**src/rtl/gfx_ext_pkg.sv**
```systemverilog
package gfx_ext_pkg;
  typedef enum logic [1:0] {
    SP_GC   = 2'd0,
    SP_SEQ  = 2'd1,
    SP_CRTC = 2'd2,
    SP_NONE = 2'd3
  } space_e;

  localparam logic [7:0] GR5_IDX = 8'h05;
  localparam logic [7:0] SR1_IDX = 8'h01;
  localparam logic [7:0] SR3_IDX = 8'h03;

  // bits held when the protect bit is set
  localparam logic [7:0] GR5_PMASK = 8'h60;
  localparam logic [7:0] SR1_PMASK = 8'h3C;
  localparam logic [7:0] SR3_PMASK = 8'h3F;

  localparam logic [7:0] BLOCKED_RD = 8'hFF;
  localparam logic [7:0] UNMAPPED_RD = 8'h00;
endpackage

```
**src/rtl/gfx_ext_keyed.sv**
```systemverilog
module gfx_ext_keyed #(
  parameter int         EXT_NUM  = 6,
  parameter logic [7:0] EXT_BASE = 8'h09,
  parameter logic [7:0] LOCK_IDX = 8'h0F,
  parameter logic [2:0] KEY      = 3'b101
) (
  input  logic                 clk,
  input  logic                 rst_n,
  input  logic [3:0]           cfg_md,
  input  logic                 cfg_md8,
  input  logic                 wr,
  input  logic [7:0]           idx,
  input  logic [7:0]           wdata,
  output logic                 unlocked,
  output logic [7:0]           status,
  output logic                 ext_hit,
  output logic [7:0]           ext_rd,
  output logic [EXT_NUM*8-1:0] ext_flat
);
  localparam logic [8:0] EXT_END = {1'b0, EXT_BASE} + 9'(EXT_NUM);

  logic [2:0] key_q;
  logic [3:0] md_q;
  logic       md8_q;

  always_ff @(posedge clk) begin
    if (!rst_n) begin
      key_q <= 3'b000;
      md_q  <= cfg_md;
      md8_q <= cfg_md8;
    end else if (wr && idx == LOCK_IDX) begin
      key_q <= wdata[2:0];
    end
  end

  assign unlocked = (key_q == KEY);
  assign status   = {md_q, md8_q, key_q};
  assign ext_hit  = (idx >= EXT_BASE) && ({1'b0, idx} < EXT_END);

  for (genvar g = 0; g < EXT_NUM; g++) begin : g_ext
    localparam logic [7:0] MY_IDX = EXT_BASE + 8'(g);
    logic [7:0] r;
    always_ff @(posedge clk) begin
      if (!rst_n)                            r <= 8'h00;
      else if (wr && unlocked && idx == MY_IDX) r <= wdata;
    end
    assign ext_flat[g*8 +: 8] = r;
  end

  always_comb begin
    ext_rd = 8'h00;
    for (int i = 0; i < EXT_NUM; i++) begin
      if (idx == EXT_BASE + 8'(i)) ext_rd = ext_flat[i*8 +: 8];
    end
  end
endmodule

```
**src/rtl/gfx_ext_stdprot.sv**
```systemverilog
module gfx_ext_stdprot
  import gfx_ext_pkg::*;
(
  input  logic       clk,
  input  logic       rst_n,
  input  logic       gc_wr,
  input  logic       seq_wr,
  input  logic [7:0] gc_idx,
  input  logic [7:0] seq_idx,
  input  logic [7:0] wdata,
  input  logic       prot,
  output logic [7:0] gr5,
  output logic [7:0] sr1,
  output logic [7:0] sr3
);
  localparam int NREG = 3;
  localparam logic [NREG*8-1:0] PMASKS = {SR3_PMASK, SR1_PMASK, GR5_PMASK};

  logic [NREG-1:0]   hit;
  logic [NREG*8-1:0] q_flat;

  assign hit[0] = gc_wr  && gc_idx  == GR5_IDX;
  assign hit[1] = seq_wr && seq_idx == SR1_IDX;
  assign hit[2] = seq_wr && seq_idx == SR3_IDX;

  for (genvar g = 0; g < NREG; g++) begin : g_reg
    localparam logic [7:0] PM = PMASKS[g*8 +: 8];
    logic [7:0] keep;
    logic [7:0] r;
    assign keep = prot ? PM : 8'h00;
    always_ff @(posedge clk) begin
      if (!rst_n)      r <= 8'h00;
      else if (hit[g]) r <= (r & keep) | (wdata & ~keep);
    end
    assign q_flat[g*8 +: 8] = r;
  end

  assign gr5 = q_flat[7:0];
  assign sr1 = q_flat[15:8];
  assign sr3 = q_flat[23:16];
endmodule

```
**src/rtl/gfx_ext_crtc.sv**
```systemverilog
module gfx_ext_crtc
  import gfx_ext_pkg::*;
#(
  parameter logic [7:0] UNL_IDX  = 8'h29,
  parameter logic [7:0] EXT_BASE = 8'h2A
) (
  input  logic       clk,
  input  logic       rst_n,
  input  logic       wr,
  input  logic [7:0] idx,
  input  logic [7:0] wdata,
  input  logic [3:0] cfg_sw,
  output logic       rd_unl,
  output logic       wr_unl,
  output logic [7:0] sw,
  output logic [7:0] scratch,
  output logic [7:0] ist,
  output logic [7:0] iend,
  output logic       imode,
  output logic [7:0] rd_byte
);
  localparam logic [7:0] SW_IDX  = EXT_BASE;
  localparam logic [7:0] SCR_IDX = EXT_BASE + 8'd1;
  localparam logic [7:0] IST_IDX = EXT_BASE + 8'd2;
  localparam logic [7:0] IEN_IDX = EXT_BASE + 8'd3;
  localparam logic [7:0] IMD_IDX = EXT_BASE + 8'd4;

  logic in_ext, wr_ok;
  assign in_ext = (idx >= EXT_BASE);
  assign wr_ok  = wr && in_ext && wr_unl;

  always_ff @(posedge clk) begin
    if (!rst_n) begin
      rd_unl  <= 1'b0;
      wr_unl  <= 1'b0;
      sw      <= {cfg_sw, 4'h0};
      scratch <= 8'h00;
      ist     <= 8'h00;
      iend    <= 8'h00;
      imode   <= 1'b0;
    end else begin
      if (wr && idx == UNL_IDX) begin
        rd_unl <= wdata[0];
        wr_unl <= wdata[1];
      end
      if (wr_ok) begin
        case (idx)
          SW_IDX:  sw      <= wdata;
          SCR_IDX: scratch <= wdata;
          IST_IDX: ist     <= wdata;
          IEN_IDX: iend    <= wdata;
          IMD_IDX: imode   <= wdata[0];
          default: ;
        endcase
      end
    end
  end

  always_comb begin
    rd_byte = UNMAPPED_RD;
    if (idx == UNL_IDX) begin
      rd_byte = {6'b0, wr_unl, rd_unl};
    end else if (in_ext) begin
      if (!rd_unl) rd_byte = BLOCKED_RD;
      else begin
        case (idx)
          SW_IDX:  rd_byte = sw;
          SCR_IDX: rd_byte = scratch;
          IST_IDX: rd_byte = ist;
          IEN_IDX: rd_byte = iend;
          IMD_IDX: rd_byte = {7'b0, imode};
          default: rd_byte = UNMAPPED_RD;
        endcase
      end
    end
  end
endmodule

```
**src/rtl/gfx_ext_lock.sv**
```systemverilog
module gfx_ext_lock
  import gfx_ext_pkg::*;
#(
  parameter int         EXT_NUM       = 6,
  parameter logic [7:0] EXT_BASE      = 8'h09,
  parameter logic [7:0] LOCK_IDX      = 8'h0F,
  parameter logic [7:0] CRTC_UNL_IDX  = 8'h29,
  parameter logic [7:0] CRTC_EXT_BASE = 8'h2A
) (
  input  logic       clk,
  input  logic       rst_n,
  input  logic [1:0] bus_sel,
  input  logic       idx_we,
  input  logic       dat_we,
  input  logic       rd_req,
  input  logic [7:0] wdata,
  output logic [7:0] rd_data,
  output logic       rd_valid,
  input  logic [3:0] cfg_sw,
  input  logic [3:0] cfg_md,
  input  logic       cfg_md8,
  output logic       ext_unlocked,
  output logic [7:0] gr5_q,
  output logic [7:0] sr1_q,
  output logic [7:0] sr3_q,
  output logic [7:0] sw_q,
  output logic       ega_on_analog,
  output logic       vclk2_cs_off,
  output logic       std_prot,
  output logic [7:0] scratch_q,
  output logic [7:0] ilace_start_q,
  output logic [7:0] ilace_end_q,
  output logic       ilace_mode_q
);
  space_e sel;
  assign sel = space_e'(bus_sel);

  logic [7:0] gc_idx, seq_idx, crtc_idx;

  always_ff @(posedge clk) begin
    if (!rst_n) begin
      gc_idx   <= 8'h00;
      seq_idx  <= 8'h00;
      crtc_idx <= 8'h00;
    end else if (idx_we) begin
      case (sel)
        SP_GC:   gc_idx   <= wdata;
        SP_SEQ:  seq_idx  <= wdata;
        SP_CRTC: crtc_idx <= wdata;
        default: ;
      endcase
    end
  end

  logic gc_wr, seq_wr, crtc_wr;
  assign gc_wr   = dat_we && sel == SP_GC;
  assign seq_wr  = dat_we && sel == SP_SEQ;
  assign crtc_wr = dat_we && sel == SP_CRTC;

  logic                 key_open, ext_hit;
  logic [7:0]           status, ext_rd, crtc_rd;
  logic [EXT_NUM*8-1:0] ext_flat;
  logic                 crtc_rd_unl, crtc_wr_unl;

  gfx_ext_keyed #(
    .EXT_NUM(EXT_NUM), .EXT_BASE(EXT_BASE), .LOCK_IDX(LOCK_IDX), .KEY(3'b101)
  ) u_keyed (
    .clk(clk), .rst_n(rst_n), .cfg_md(cfg_md), .cfg_md8(cfg_md8),
    .wr(gc_wr), .idx(gc_idx), .wdata(wdata),
    .unlocked(key_open), .status(status), .ext_hit(ext_hit),
    .ext_rd(ext_rd), .ext_flat(ext_flat)
  );

  gfx_ext_crtc #(
    .UNL_IDX(CRTC_UNL_IDX), .EXT_BASE(CRTC_EXT_BASE)
  ) u_crtc (
    .clk(clk), .rst_n(rst_n), .wr(crtc_wr), .idx(crtc_idx), .wdata(wdata),
    .cfg_sw(cfg_sw), .rd_unl(crtc_rd_unl), .wr_unl(crtc_wr_unl),
    .sw(sw_q), .scratch(scratch_q), .ist(ilace_start_q), .iend(ilace_end_q),
    .imode(ilace_mode_q), .rd_byte(crtc_rd)
  );

  assign ega_on_analog = sw_q[3];
  assign vclk2_cs_off  = sw_q[2];
  assign std_prot      = sw_q[1];
  assign ext_unlocked  = key_open;

  gfx_ext_stdprot u_std (
    .clk(clk), .rst_n(rst_n), .gc_wr(gc_wr), .seq_wr(seq_wr),
    .gc_idx(gc_idx), .seq_idx(seq_idx), .wdata(wdata), .prot(std_prot),
    .gr5(gr5_q), .sr1(sr1_q), .sr3(sr3_q)
  );

  logic [7:0] rd_next;
  always_comb begin
    rd_next = UNMAPPED_RD;
    case (sel)
      SP_GC: begin
        if (ext_hit)                rd_next = key_open ? ext_rd : BLOCKED_RD;
        else if (gc_idx == LOCK_IDX) rd_next = status;
        else if (gc_idx == GR5_IDX)  rd_next = gr5_q;
      end
      SP_SEQ: begin
        if (seq_idx == SR1_IDX)      rd_next = sr1_q;
        else if (seq_idx == SR3_IDX) rd_next = sr3_q;
      end
      SP_CRTC: rd_next = crtc_rd;
      default: rd_next = UNMAPPED_RD;
    endcase
  end

  always_ff @(posedge clk) begin
    if (!rst_n) begin
      rd_data  <= 8'h00;
      rd_valid <= 1'b0;
    end else begin
      rd_valid <= rd_req;
      if (rd_req) rd_data <= rd_next;
    end
  end
endmodule

```
**config.mk**
```make
export PLATFORM = sky130hd
export DESIGN_NAME = gfx_ext_lock
export DESIGN_NICKNAME = d
export VERILOG_FILES = /design/src/rtl/gfx_ext_pkg.sv /design/src/rtl/gfx_ext_keyed.sv /design/src/rtl/gfx_ext_stdprot.sv /design/src/rtl/gfx_ext_crtc.sv /design/src/rtl/gfx_ext_lock.sv
export SDC_FILE = /design/constraint.sdc
export NUM_CORES = 1
export LEC_CHECK = 0
export BUFFER_PORTS_ARGS = -buffer_cell sky130_fd_sc_hd__buf_4
export CORE_MARGIN = 2
export CORE_UTILIZATION = 35
export CTS_CLUSTER_SIZE = 40
export DETAILED_ROUTE_END_ITERATION = 10
export GPL_TIMING_DRIVEN = 0
export PLACE_DENSITY = 0.57
export SYNTH_ARGS = -nofsm -noshare
export SYNTH_HDL_FRONTEND = slang
export SYNTH_SLANG_ARGS = --single-unit
```
**constraint.sdc**
```tcl
create_clock -name clk -period 5.21 [get_ports clk]
set_input_delay 0.521 -clock clk [delete_from_list [all_inputs] [get_ports clk]]
set_output_delay 0.521 -clock clk [all_outputs]
set_load 0.02 [all_outputs]
```
==> summary.md <==
| Metric | Value |
|---|---|
| Final setup fails | `0` |
| Final Hold Fails | `0` |
| Remaining DRCs | `0` |
| CP arrival | `2.81 ns` |
| Routability congestion estimate | `a little over 0.9` |
| Post-synth cell types | `69` |
| Reg clk slew, reported paths | `0.06 ns` |
| Async set-or-reset flop fraction in the synthesized netlist | `0%` |
| IO Count | `94` |
| Die area | `approximately 21,000 um2` |
| DP Wirelength | `17,400 um` |
| Synth warn | `0` |
| Final clock skew | `0.00784 ns` |
| Num CTS Buffers | `17` |
| Reg2reg path depth | `8` |
| Fmax | `0.410 GHz` |
| Post-synth EDFFs | `9` |
| Row count | `51` |
| Nets | `922` |
| Largest stage delay on the critical path | `0.43 ns` |
| Fin crit period | `2.44 ns` |
| GRT overflow | `0` |
| Post-Route WL | `24,400 um` |
| Max cap viols | `0` |
| Post-synthesis cell area | `6990 um2` |
| Worst R2R Start | `gc_idx[2]` |
| Worst-case clock buffer depth | `2` |
| Crit path depth | `8` |
| Worst Path Required | `5.58 ns` |
| Sequential share of the synthesized area | `43.7%` |
| Yosys top cell by area | `dfxtp_1` |
| Die H | `about 150 um` |
| Worst setup EP type | `flop` |
| CTS root buffer | `clkbuf_16` |
| Mapped Avg Cell Area | `approximately 8.8 um2` |
| Antenna viol nets, final | `0` |
| Via/cell ratio | `between 5 and 6` |
| Largest cells by area after synthesis | `dfxtp_1 (40%), mux2i_1 (13%), nand2_1 (5.2%)` |
| Startpoint Class | `flop` |
| Antenna diodes | `0` |
| Tot GR Track Use | `roughly 23%` |
| Hold/Removal Path Class | `in2reg` |
| Fin. max-slew vios | `0` |
| Largest net degree at the start of global routing | `17` |
| Leakage | `3.30 nW` |
| RSZ-0062 raised after global routing | `no` |
| Share of cells above drive strength 1 | `18.0%` |
| Vias in the first global route | `~6.1k` |
| Register bit total from synthesis | `148` |
| Avg WL per Cell | `approximately 21 um` |
| Worst VDD drop | `between 0.2 and 0.25 mV` |
| Initial antenna violation count | `0` |
| Synth top area share | `39.8%` |
| Ys flop type | `dfxtp_1` |
| CP Capture Point | `rd_data[2]` |
| Port bufs | `87` |
| Die X | `around 150 um` |
| Hold Path Depth | `1` |
| Worst R2R End | `rd_data[2]` |
| Delay-heaviest family, CP | `compound AO/OA/AOI/OAI gates` |
| Iter 0 DRT Violations | `655` |
| Crit Path Category | `reg2reg` |
| Fin area | `about 8700 um2` |
| Resized Gates After CTS | `0` |
| Core ar. | `between 15,000 and 20,000 um2` |
| WP buf/inv | `3` |
| Cell count after synthesis | `792` |
| Max H-tree Level | `4` |
| CTS tree | `done` |
| Status | `complete, no violations` |
| Initial Util | `~36%` |
| Pwr dens | `323 nW/um2` |
| Post-layout util | `between 40 and 50%` |
| Critical path peak fanout | `10` |
| Area growth syn-to-layout | `24.0%` |
| Crit. Startpoint | `gc_idx[2]` |
| Post-placement cell area | `7970 um2` |
| Clock sink count | `148` |
| Pwr Total | `approximately 2.8 mW` |
| Critical path cell sequence | `buf_6 > clkbuf_1 > buf_2 > nor2_1 > o32ai_1 > o211ai_1 > a31o_2 > a21oi_1` |
| Clock Latency Late Sink | `0.44 ns` |
| Syn_nets | `816` |
| # hold bufs at CTS | `0` |
| Routed via count | `between 6k and 7k` |
| Post-CTS setup repair buffer count | `0` |
| Crit-path slowest cell | `o32ai_1` |
| Slew @ Worst Pin | `0.977 ns` |
| Setup TNS | `0 ns` |
| Slew margin rel. | `between 30% and 40%` |
| Worst R2R Setup Slack | `2.77 ns` |
| Wire length of the first global-routing pass | `37,000 um` |
| Detailed Routing Iterations Pass 1 | `5` |
| Final worst path period share | `46.8%` |
cell usage after synthesis (all sizes together), types with 4 or more instances:
cell type and instances:
nand4 4, mux2i 94, a22o 4, edfxtp 9
o221ai 12, nand2b 7, nor2 91, o2bb2ai 5
inv 12, nor2b 5, o22ai 7, nand3 47
mux2 7, clkbuf 49, buf 20, dfxtp 139
o21ai 51, nor3 11, a31oi 5, nand2 97
a21oi 49, nor3b 7, o211ai 6
registers in the layout, summed over array words and instances (netlist names), 8 cells and up, named ones only:
register         flops
u_crtc.sw            8
u_crtc.ist           8
rd_data              8
u_keyed.g_ext.r     48
seq_idx              8
u_crtc.scratch       8
gc_idx               8
crtc_idx             8
u_crtc.iend          8
metal layers:
layer	vias to the layer above	track usage, %	share of wire, %
met1	3153	34.3	50
li1	3024	-	-
met2	267	33.3	42
met4	0	6.47	1.6
met5	-	0	0
met3	29	4.06	6.3
final cells by class:
type	instances	area (um2)
fill	1974	10900
multi-input combinational	562	3550
sequential	148	3050
timing repair buffer	87	653
clock buffer	18	450
buffer	70	342
tap	265	332
clock inverter	14	244
inverter	12	45.0
worst min-delay path by stage:
stage                          startpoint               endpoint
floorplan                      seq_idx[0]             seq_idx[0]
global placement    u_keyed.g_ext[2].r[6]  u_keyed.g_ext[2].r[6]
detailed placement             seq_idx[6]             seq_idx[6]
CTS                             cfg_md[2]        u_keyed.md_q[2]
global route                    cfg_md[2]        u_keyed.md_q[2]
finish                          cfg_md[2]        u_keyed.md_q[2]
through the flow:
step | setup slack [ns] | instances | hold slack, ns
2_1_floorplan | 3.24 | 792 | 0.432
3_3_place_gp | 2.77 | 1144 | 0.445
3_5_place_dp | 2.76 | 1144 | 0.450
4_1_cts | 2.88 | 1176 | 0.255
5_1_grt | 2.68 | 1176 | 0.258
6_report | 2.77 | 1176 | 0.259
cell usage in the layout (no fill, tap or decap), types with 6 or more instances in the layout:
master / n
o221ai_1: 12
a21oi_1: 49
o21ai_1: 8
mux2i_1: 94
edfxtp_1: 9
bufinv_16: 6
o21ai_0: 43
buf_2: 7
clkbuf_16: 18
nand3_1: 46
nand2_1: 97
buf_4: 90
o22ai_1: 7
buf_1: 7
dfxtp_1: 139
mux2_2: 7
nand2b_1: 7
clkbuf_1: 45
o211ai_1: 6
nor2_1: 90
inv_1: 12
power breakdown:
group | leakage (nW) | internal [mW] | switching [mW]
Sequential | 1.21 | 1.16 | 0.0103
Clock | 0.341 | 0.933 | 0.533
Combinational | 1.75 | 0.0471 | 0.121
logic make-up (layout without fill, tap and decap cells):
group / after synthesis / in the layout / share of synthesized area (%)
AO/OA/AOI/OAI: 172 / 172 / 15.7
flip-flops: 148 / 148 / 43.7
AND/OR/NAND/NOR: 289 / 289 / 20.5
multiplexers: 101 / 101 / 14.6
buffers and inverters: 82 / 201 / 5.53
Power figures use the tool's default switching activity.
